[src/rtl/ddr3_init_pkg.sv]
package ddr3_init_pkg;

  typedef enum logic [2:0] {
    ST_RST,   // memory reset held low
    ST_CKEW,  // reset released, clock enable still low
    ST_XPR,   // clock enable high, waiting before first MRS
    ST_MRS,   // one mode-register write
    ST_GAP,   // spacing after a mode-register write
    ST_ZQ,    // long ZQ calibration command
    ST_RUN    // waiting for / holding readiness
  } init_st_e;

  typedef struct packed {
    logic cs_n;
    logic ras_n;
    logic cas_n;
    logic we_n;
  } cmd_t;

  localparam cmd_t CMD_DESEL = 4'b1111;
  localparam cmd_t CMD_NOP   = 4'b0111;
  localparam cmd_t CMD_MRS   = 4'b0000;
  localparam cmd_t CMD_ZQCL  = 4'b0110;

  function automatic int unsigned max2(int unsigned a, int unsigned b);
    return (a > b) ? a : b;
  endfunction

endpackage

[src/rtl/ddr3_init_timer.sv]
module ddr3_init_timer #(
  parameter int unsigned DELAY = 512,
  parameter int unsigned CW    = 10
) (
  input  logic clk,
  input  logic rst_n,
  input  logic clr,
  input  logic trig,
  output logic expired
);

  logic [CW-1:0] rem_q, rem_d;
  logic          run_q, run_d;
  logic          upd_en;

  always_comb begin
    rem_d  = rem_q;
    run_d  = run_q;
    upd_en = 1'b0;
    if (clr) begin
      rem_d  = '0;
      run_d  = 1'b0;
      upd_en = 1'b1;
    end else if (trig) begin
      rem_d  = CW'(DELAY - 1);
      run_d  = 1'b1;
      upd_en = 1'b1;
    end else if (run_q && (rem_q != '0)) begin
      rem_d  = rem_q - 1'b1;
      upd_en = 1'b1;
    end
  end

  always_ff @(posedge clk or negedge rst_n) begin
    if (!rst_n) begin
      rem_q <= '0;
      run_q <= 1'b0;
    end else if (upd_en) begin
      rem_q <= rem_d;
      run_q <= run_d;
    end
  end

  assign expired = run_q && (rem_q == '0);

endmodule

[src/rtl/ddr3_init_cmdgen.sv]
module ddr3_init_cmdgen
  import ddr3_init_pkg::*;
#(
  parameter int unsigned AW = 14
) (
  input  init_st_e        st,
  input  logic [1:0]      slot,
  input  logic [AW-1:0]   mr0_word,
  input  logic [AW-1:0]   mr1_word,
  input  logic [AW-1:0]   mr2_word,
  input  logic [AW-1:0]   mr3_word,
  output cmd_t            cmd,
  output logic [2:0]      ba,
  output logic [AW-1:0]   addr
);

  always_comb begin
    cmd  = CMD_NOP;
    ba   = 3'b000;
    addr = '0;
    unique case (st)
      ST_RST, ST_CKEW: cmd = CMD_DESEL;
      ST_MRS: begin
        cmd = CMD_MRS;
        // slot is the position in the load order, not the register number
        unique case (slot)
          2'd0: begin ba = 3'b010; addr = mr2_word; end
          2'd1: begin ba = 3'b011; addr = mr3_word; end
          2'd2: begin
            ba      = 3'b001;
            addr    = mr1_word;
            addr[0] = 1'b0;   // keep the DLL on
          end
          default: begin
            ba      = 3'b000;
            addr    = mr0_word;
            addr[8] = 1'b1;   // request DLL reset
          end
        endcase
      end
      ST_ZQ: begin
        cmd      = CMD_ZQCL;
        addr[10] = 1'b1;
      end
      default: cmd = CMD_NOP;
    endcase
  end

endmodule

[src/rtl/ddr3_init_seq.sv]
module ddr3_init_seq
  import ddr3_init_pkg::*;
#(
  parameter int unsigned AW          = 14,
  parameter int unsigned T_RESET_LOW = 20000,
  parameter int unsigned T_RST_CKE   = 50000,
  parameter int unsigned T_XPR       = 12,
  parameter int unsigned T_MRD       = 4,
  parameter int unsigned T_MOD       = 12,
  parameter int unsigned T_DLLK      = 512,
  parameter int unsigned T_ZQINIT    = 512
) (
  input  logic          clk,
  input  logic          rst_n,
  input  logic          start,
  input  logic          odt_req,
  input  logic [AW-1:0] mr0_word,
  input  logic [AW-1:0] mr1_word,
  input  logic [AW-1:0] mr2_word,
  input  logic [AW-1:0] mr3_word,
  output logic          mem_reset_n,
  output logic          mem_cke,
  output logic          mem_odt,
  output logic          mem_cs_n,
  output logic          mem_ras_n,
  output logic          mem_cas_n,
  output logic          mem_we_n,
  output logic [2:0]    mem_ba,
  output logic [AW-1:0] mem_addr,
  output logic          init_done
);

  localparam int unsigned WAIT_MAX =
    max2(max2(T_RESET_LOW, T_RST_CKE), max2(T_XPR, max2(T_MRD, T_MOD)));
  localparam int unsigned SW   = $clog2(WAIT_MAX + 1);
  localparam int unsigned TW   = $clog2(max2(T_DLLK, T_ZQINIT) + 1);
  localparam logic [1:0]  LAST_SLOT = 2'd3;

  // reset: asynchronous assert, synchronous release
  logic rst_meta, rst_i;
  always_ff @(posedge clk or negedge rst_n) begin
    if (!rst_n) begin
      rst_meta <= 1'b0;
      rst_i    <= 1'b0;
    end else begin
      rst_meta <= 1'b1;
      rst_i    <= rst_meta;
    end
  end

  init_st_e      st_q, st_d;
  logic [SW-1:0] cnt_q, cnt_d;
  logic [1:0]    slot_q, slot_d;
  logic          seq_en;
  logic          odt_q, odt_d, odt_en;
  int unsigned   wait_len;
  logic          step_last;

  always_comb begin
    unique case (st_q)
      ST_RST:  wait_len = T_RESET_LOW;
      ST_CKEW: wait_len = T_RST_CKE;
      ST_XPR:  wait_len = T_XPR;
      ST_GAP:  wait_len = (slot_q == LAST_SLOT) ? (T_MOD - 1) : (T_MRD - 1);
      default: wait_len = 1;
    endcase
  end

  assign step_last = (cnt_q == SW'(wait_len - 1));

  always_comb begin
    st_d   = st_q;
    cnt_d  = cnt_q + 1'b1;
    slot_d = slot_q;
    seq_en = (st_q != ST_RUN);
    if (start) begin
      st_d   = ST_RST;
      cnt_d  = '0;
      slot_d = 2'd0;
      seq_en = 1'b1;
    end else if (step_last && (st_q != ST_RUN)) begin
      cnt_d = '0;
      unique case (st_q)
        ST_RST:  st_d = ST_CKEW;
        ST_CKEW: st_d = ST_XPR;
        ST_XPR:  st_d = ST_MRS;
        ST_MRS:  st_d = ST_GAP;
        ST_GAP: begin
          if (slot_q == LAST_SLOT) begin
            st_d = ST_ZQ;
          end else begin
            st_d   = ST_MRS;
            slot_d = slot_q + 1'b1;
          end
        end
        default: st_d = ST_RUN;
      endcase
    end
  end

  always_ff @(posedge clk or negedge rst_i) begin
    if (!rst_i) begin
      st_q   <= ST_RST;
      cnt_q  <= '0;
      slot_q <= 2'd0;
    end else if (seq_en) begin
      st_q   <= st_d;
      cnt_q  <= cnt_d;
      slot_q <= slot_d;
    end
  end

  // ODT level is captured while the memory is held in reset, then frozen
  assign odt_en = (st_q == ST_RST);
  assign odt_d  = odt_req & ~(mr1_word[2] | mr1_word[6] | mr1_word[9]);

  always_ff @(posedge clk or negedge rst_i) begin
    if (!rst_i) begin
      odt_q <= 1'b0;
    end else if (odt_en) begin
      odt_q <= odt_d;
    end
  end

  // two independent, overlapping readiness timers
  logic tmr_clr, dll_trig, zq_trig, dll_exp, zq_exp;
  assign tmr_clr  = start | (st_q == ST_RST);
  assign dll_trig = (st_q == ST_MRS) && (slot_q == LAST_SLOT);
  assign zq_trig  = (st_q == ST_ZQ);

  ddr3_init_timer #(.DELAY(T_DLLK), .CW(TW)) u_dll_tmr (
    .clk     (clk),
    .rst_n   (rst_i),
    .clr     (tmr_clr),
    .trig    (dll_trig),
    .expired (dll_exp)
  );

  ddr3_init_timer #(.DELAY(T_ZQINIT), .CW(TW)) u_zq_tmr (
    .clk     (clk),
    .rst_n   (rst_i),
    .clr     (tmr_clr),
    .trig    (zq_trig),
    .expired (zq_exp)
  );

  cmd_t cmd;
  ddr3_init_cmdgen #(.AW(AW)) u_cmdgen (
    .st       (st_q),
    .slot     (slot_q),
    .mr0_word (mr0_word),
    .mr1_word (mr1_word),
    .mr2_word (mr2_word),
    .mr3_word (mr3_word),
    .cmd      (cmd),
    .ba       (mem_ba),
    .addr     (mem_addr)
  );

  assign mem_cs_n    = cmd.cs_n;
  assign mem_ras_n   = cmd.ras_n;
  assign mem_cas_n   = cmd.cas_n;
  assign mem_we_n    = cmd.we_n;
  assign mem_reset_n = (st_q != ST_RST);
  assign mem_cke     = (st_q != ST_RST) && (st_q != ST_CKEW);
  assign mem_odt     = odt_q;
  assign init_done   = dll_exp && zq_exp && (st_q == ST_RUN);

endmodule

[config.mk]
export PLATFORM = sky130hd
export DESIGN_NAME = ddr3_init_seq
export DESIGN_NICKNAME = d
export VERILOG_FILES = /design/src/rtl/ddr3_init_pkg.sv /design/src/rtl/ddr3_init_timer.sv /design/src/rtl/ddr3_init_cmdgen.sv /design/src/rtl/ddr3_init_seq.sv
export SDC_FILE = /design/constraint.sdc
export NUM_CORES = 1
export LEC_CHECK = 0
export ABC_AREA = 1
export CORE_UTILIZATION = 58
export CTS_CLUSTER_DIAMETER = 40
export DETAILED_ROUTE_END_ITERATION = 10
export DONT_BUFFER_PORTS = 1
export PLACE_DENSITY_LB_ADDON = 0.08
export SYNTH_ARGS = -nofsm -noshare
export SYNTH_HDL_FRONTEND = slang
export SYNTH_SLANG_ARGS = --single-unit
[constraint.sdc]
create_clock -name clk -period 1.45 [get_ports clk]
set_input_delay 0 -clock clk [delete_from_list [all_inputs] [get_ports clk]]
set_output_delay 0 -clock clk [all_outputs]
set_load 0.005 [all_outputs]
==> Implementation_results.wiki, run 1 <==
{| class="wikitable"
! Metric !! Value
|-
| Outcome || stopped before the end
|-
| Last stage reached || clock tree synthesis (4_1_cts)
|-
| Error message || [ERROR DPL-0033] detailed placement checks failed during check placement.
|-
| Global placer's final weighted congestion || 0.905
|-
| Mapped Nets || 536
|-
| Syn Inst Count || 469
|-
| Chip Height || 75.8 um
|-
| Maximum clock path buffer count || 2
|-
| Die W || 75.8 um
|-
| Flop and latch count out of synthesis || 46
|-
| Standard-cell row count || 26
|-
| H-tree Lvls || 2
|-
| Number of buffers added for setup after CTS || 33
|-
| Dominant cell type by area after synthesis || dfrtp_1
|-
| Clk sinks || 46
|-
| Sequential-to-total area share from yosys stat || 36.4%
|-
| Share of Yosys cell area claimed by the top area cell type || 36.4%
|-
| Dominant cells by area after synthesis || dfrtp_1, nand2_1, nor2_1
|-
| Worst-case setup slack after placement || -282 ps
|-
| Instance area at placement || 4060 um^2
|-
| Number of clock buffers inserted by TritonCTS || 5
|-
| Hold buffers post-CTS || 6
|-
| Buffer type at the clock tree root || clkbuf_8
|-
| Boundary pin count || 85
|-
| Estimated wirelength of the detail-placed design || 7470 um
|-
| Avg Inst Size Synth || 6.74 um^2
|-
| Synthesis warning total || 0
|-
| Initial standard-cell utilization of the core || 61.1%
|-
| Synth cell types || 32
|-
| Post-synth design cell area || 3160 um^2
|-
| Input/output buffers || 0
|-
| CTS resizes || 175
|}
per-stage QoR:
step | instances | setup TNS [ps] | hold WS [ps] | utilization (%)
floorplan | 469 | -2000 | -296 | -
global placement | 624 | -5750 | -296 | 78.5
detailed placement | 624 | -7670 | -296 | 78.5
cells in the mapped netlist (all sizes together):
master	n
o22ai	14
or2	3
ha	7
o2111ai	1
a31oi	13
buf	5
nor3	11
o41ai	1
nor2	69
nand3b	2
a21oi	25
nand3	36
o21ai	36
nand4	6
inv	55
o211ai	1
nor3b	3
nand2	115
and3	1
conb	2
o21a	1
dfrtp	46
xor2	7
clkbuf	8
xnor2	1
kinds of logic after synthesis:
| kind of cell | share of synthesized area, % |
|---|---|
| simple gates | 33.7 |
| compound gates | 16.0 |
| buf+inv | 8.63 |
| flops | 36.4 |
| xor+xnor | 2.22 |
| fa+ha+maj | 2.77 |
| other cells | 0.238 |
==> inputs of run 2 (changes only) <==
--- a/config.mk
+++ b/config.mk
@@ -6,11 +6,10 @@
 export NUM_CORES = 1
 export LEC_CHECK = 0
 export ABC_AREA = 1
-export CORE_UTILIZATION = 58
-export CTS_CLUSTER_DIAMETER = 40
+export CORE_UTILIZATION = 40
 export DETAILED_ROUTE_END_ITERATION = 10
 export DONT_BUFFER_PORTS = 1
-export PLACE_DENSITY_LB_ADDON = 0.08
+export PLACE_DENSITY_LB_ADDON = 0.15
 export SYNTH_ARGS = -nofsm -noshare
 export SYNTH_HDL_FRONTEND = slang
 export SYNTH_SLANG_ARGS = --single-unit
==> constraint.sdc (replaced) <==
create_clock -name clk -period 1.9 [get_ports clk]
set_input_delay 0 -clock clk [delete_from_list [all_inputs] [get_ports clk]]
set_output_delay 0 -clock clk [all_outputs]
set_load 0.005 [all_outputs]
==> run 2 against run 1 <==
The run now ends clean. Synthesized area unchanged. Synthesized cell count unchanged.
==> Implementation_results.wiki, run 2 <==
{| class="wikitable"
! Metric !! Value
|-
| Worst-path cell with the longest stage delay || dfrtp_1
|-
| Standard-cell row count || 32 (was 26)
|-
| Commonest cells after routing, fill and taps aside || nand2_1, nor2_1, inv_1
|-
| H-tree Lvls || 2 (unchanged)
|-
| Post-synth design cell area || 3160 um^2 (unchanged)
|-
| Layout Nets || 564
|-
| Dominant cells by area after synthesis || dfrtp_1, nand2_1, nor2_1 (unchanged)
|-
| Vias in the first global route || 3058
|-
| Element type at the critical path end || output port
|-
| Die ar. || 8260 um^2
|-
| First-pass iteration count of the detailed router || 4
|-
| Chip Height || 90.9 um (was 75.8 um)
|-
| Flop and latch count out of synthesis || 46 (unchanged)
|-
| Instance area at placement || 3410 um^2 (was 4060 um^2)
|-
| Number of filler instances in the final layout || 788
|-
| Data required time at the worst endpoint || 1900 ps
|-
| Die W || 90.9 um (was 75.8 um)
|-
| Wire per inst || 14.2 um
|-
| Area Overhead vs Synth || 17.3%
|-
| Flip-flop count of the largest register after layout || 16
|-
| Global-route wire length before repair || 13700 um
|-
| Antenna violations before repair || 0
|-
| Syn Inst Count || 469 (unchanged)
|-
| Maximum clock path buffer count || 2 (unchanged)
|-
| Regs by FF count || cnt_q: 16 flops, u_dll_tmr.rem_q: 10 flops, u_zq_tmr.rem_q: 10 flops
|-
| Setup TNS || 0 ps
|-
| Fraction of registers with async set or reset after synthesis || 100% (unchanged)
|-
| Prevailing post-synth register cell || dfrtp_1 (unchanged)
|-
| Initial standard-cell utilization of the core || 41.1% (was 61.1%)
|-
| Kind of start point of the critical path || flop
|-
| Number of failing setup endpoints in the final timing report || 0
|-
| Most frequent cells after synthesis || nand2_1, nor2_1, inv_1 (unchanged)
|-
| Global placer's final weighted congestion || 0.901 (was 0.905)
|-
| Pwr/cell area || 467 nW/um^2
|-
| Worst-path clk slew || 100 ps
|-
| Worst setup path start || u_zq_tmr.rem_q[1]$_DFFE_PN0P_
|-
| Clock latency at the later pin of the worst-skew pair || 320 ps
|-
| Number of clock buffers inserted by TritonCTS || 5 (unchanged)
|-
| Peak supply drop || 344 uV
|-
| Vias after detailed routing || 3184
|-
| Remaining max-slew budget at the tightest pin || 55.4%
|-
| Slew at the pin closest to its max-slew limit || 663 ps
|-
| Worst setup skew after layout || 13.2 ps
|-
| Max Cap Violations || 0
|-
| Unrepaired setup endpoints after global routing || yes
|-
| Clock period minus worst slack || 1790 ps
|-
| Worst min-delay path class || in2out
|-
| Share of Yosys cell area claimed by the top area cell type || 36.4% (unchanged)
|-
| Static leakage || 1.70 nW
|-
| Critical Setup Path Class || reg2out
|-
| GRT Total Usage || 20.9%
|-
| Number of inserted diodes || 0
|-
| Count of endpoints failing hold in the final timing report || 0
|-
| Antenna-violating nets left || 0
|-
| Critical path, cell by cell || inv_2 > ha_4 > nand3_4 > nor2_4 > inv_2 > nor2_4 > nand3_2 > nor3_2 > nor3b_4
|-
| DRC violations left || 0
|-
| Synthesis warning total || 0 (unchanged)
|-
| Input/output buffers || 0 (unchanged)
|-
| Layout cell share with drive strength beyond 1 || 15.1%
|-
| Maximum number of pins on one net before global-route repair || 24
|-
| Core area || 7690 um^2
|-
| Max-slew violation count || 0
|-
| Maximum clock frequency || 0.560 GHz
|-
| Most flop-heavy register || cnt_q
|-
| Outcome || finished clean (was stopped before the end)
|-
| Buffer type at the clock tree root || clkbuf_8 (unchanged)
|-
| Synth cell types || 32 (unchanged)
|-
| Hold path start || mr1_word[5]
|-
| Number of synthesized flops with an enable pin || 0 (unchanged)
|-
| Detailed router's first-iteration violation count || 94
|-
| Clk sinks || 46 (unchanged)
|-
| TritonCTS clock tree || done
|-
| Global-route congestion overflow total || 0
|-
| Dominant cell type by area after synthesis || dfrtp_1 (unchanged)
|-
| Worst endpoint data arrival time || 1790 ps
|-
| Max FO, Critical Path || 3
|-
| Sequential-to-total area share from yosys stat || 36.4% (unchanged)
|-
| Total wirelength of the detailed-routed design || 8500 um
|-
| Mapped Nets || 536 (unchanged)
|-
| Most common library cell in the layout ignoring fill and taps || nand2_1
|-
| Final non-filler cell area || 3710 um^2
|-
| Worst r2r src || u_zq_tmr.rem_q[1]$_DFFE_PN0P_
|-
| Worst path max stage delay || 410 ps
|-
| Final period utilization || 94.0%
|-
| Estimated wirelength of the detail-placed design || 6520 um (was 7470 um)
|-
| Post-detailed-route via-to-cell ratio || 5.31
|-
| Dominant cell by count in the synthesized netlist || nand2_1 (unchanged)
|-
| Avg Inst Size Synth || 6.74 um^2 (unchanged)
|-
| Boundary pin count || 85 (unchanged)
|}
==> run 2: cell counts after synthesis <==
Identical to the previous run, type by type.
==> run 2: where the power goes <==
part / leakage, nW / total [mW] / internal (mW) / switching [mW]
Sequential: 0.629 / 1.00 / 0.986 / 0.0171
Combinational: 1.03 / 0.0778 / 0.0327 / 0.0451
Clock: 0.0408 / 0.650 / 0.264 / 0.386
==> run 2: cell type report <==
type	count	area (um^2)	share of cell area, %
Clock inverter	3	23.8	0.641
Clock buffer	5	68.8	1.86
Tap cell	102	128	3.44
Inverter	55	209	5.64
Timing Repair Buffer	34	284	7.66
Sequential cell	46	1160	31.2
Multi-Input combinational cell	355	1840	49.6
==> run 2: critical path, delay by kind of cell, from the launching register on <==
| kind | cells | cell delay, ps |
|---|---|---|
| adders and majority gates | 1 | 160 |
| buffers and inverters | 2 | 140 |
| and+or+nand+nor | 6 | 760 |
| DFF | 1 | 410 |
==> run 2: stage by stage <==
stage / hold slack (ps) / setup slack [ps] / instances / util, % / power, mW
2_1_floorplan: -296 / 117 / 469 / - / 1.06
3_3_place_gp: -296 / 94.1 / 582 / 44.4 / 1.09
3_5_place_dp: -296 / 72.2 / 582 / 44.4 / 1.09
4_1_cts: 119 / 17.1 / 597 / 46.7 / 1.74
5_1_grt: 128 / -11.3 / 600 / 48.2 / 1.80
6_report: 119 / 113 / 600 / 48.2 / 1.73
==> run 2: repair_timing <==
item	CTS	global route
resized for setup	4	28
setup buffers	2	3
pin swaps	2	6
setup endpoints to repair	1	39
hold endpoints to repair	5	0
hold buffers	5	0
==> run 2: kinds of logic (layout without fill, tap and decap cells) <==
family                     after synthesis  after routing  share of synthesized area (%)
AOI/OAI and AO/OA                       92             92                           16.0
xor gates and xnor gates                 8              8                           2.22
adders and majority gates                7              7                           2.77
buffers and inverters                   68             97                           8.63
DFF                                     46             46                           36.4
other                                    2              2                          0.238
and+or+nand+nor                        246            246                           33.7
==> run 2: path summary, 6_finish.rpt <==
check                                                      to  slack [ps]  cells past startpoint
worst max register to register  u_zq_tmr.rem_q[6]$_DFFE_PN0P_         140                     10
worst min register to register  u_zq_tmr.rem_q[9]$_DFFE_PN0P_         250                      0
max in group asynchronous                 st_q[1]$_DFFE_PN0P_        1130                      1
worst min-delay path                              mem_addr[5]         120                      2
min in group asynchronous       u_zq_tmr.rem_q[9]$_DFFE_PN0P_         250                      0
worst max-delay path                                init_done         110                      9
==> run 2: routing by layer <==
metal | GRT usage, % | wire (um) | vias to the layer above
li1 | - | - | 1594
met1 | 23.6 | 3590 | 1472
met2 | 37.6 | 4210 | 97
met3 | 3.45 | 398 | 21
met4 | 10.8 | 293 | 0
met5 | 0 | 0 | -
Note: power is estimated with default switching activity, not from simulation.
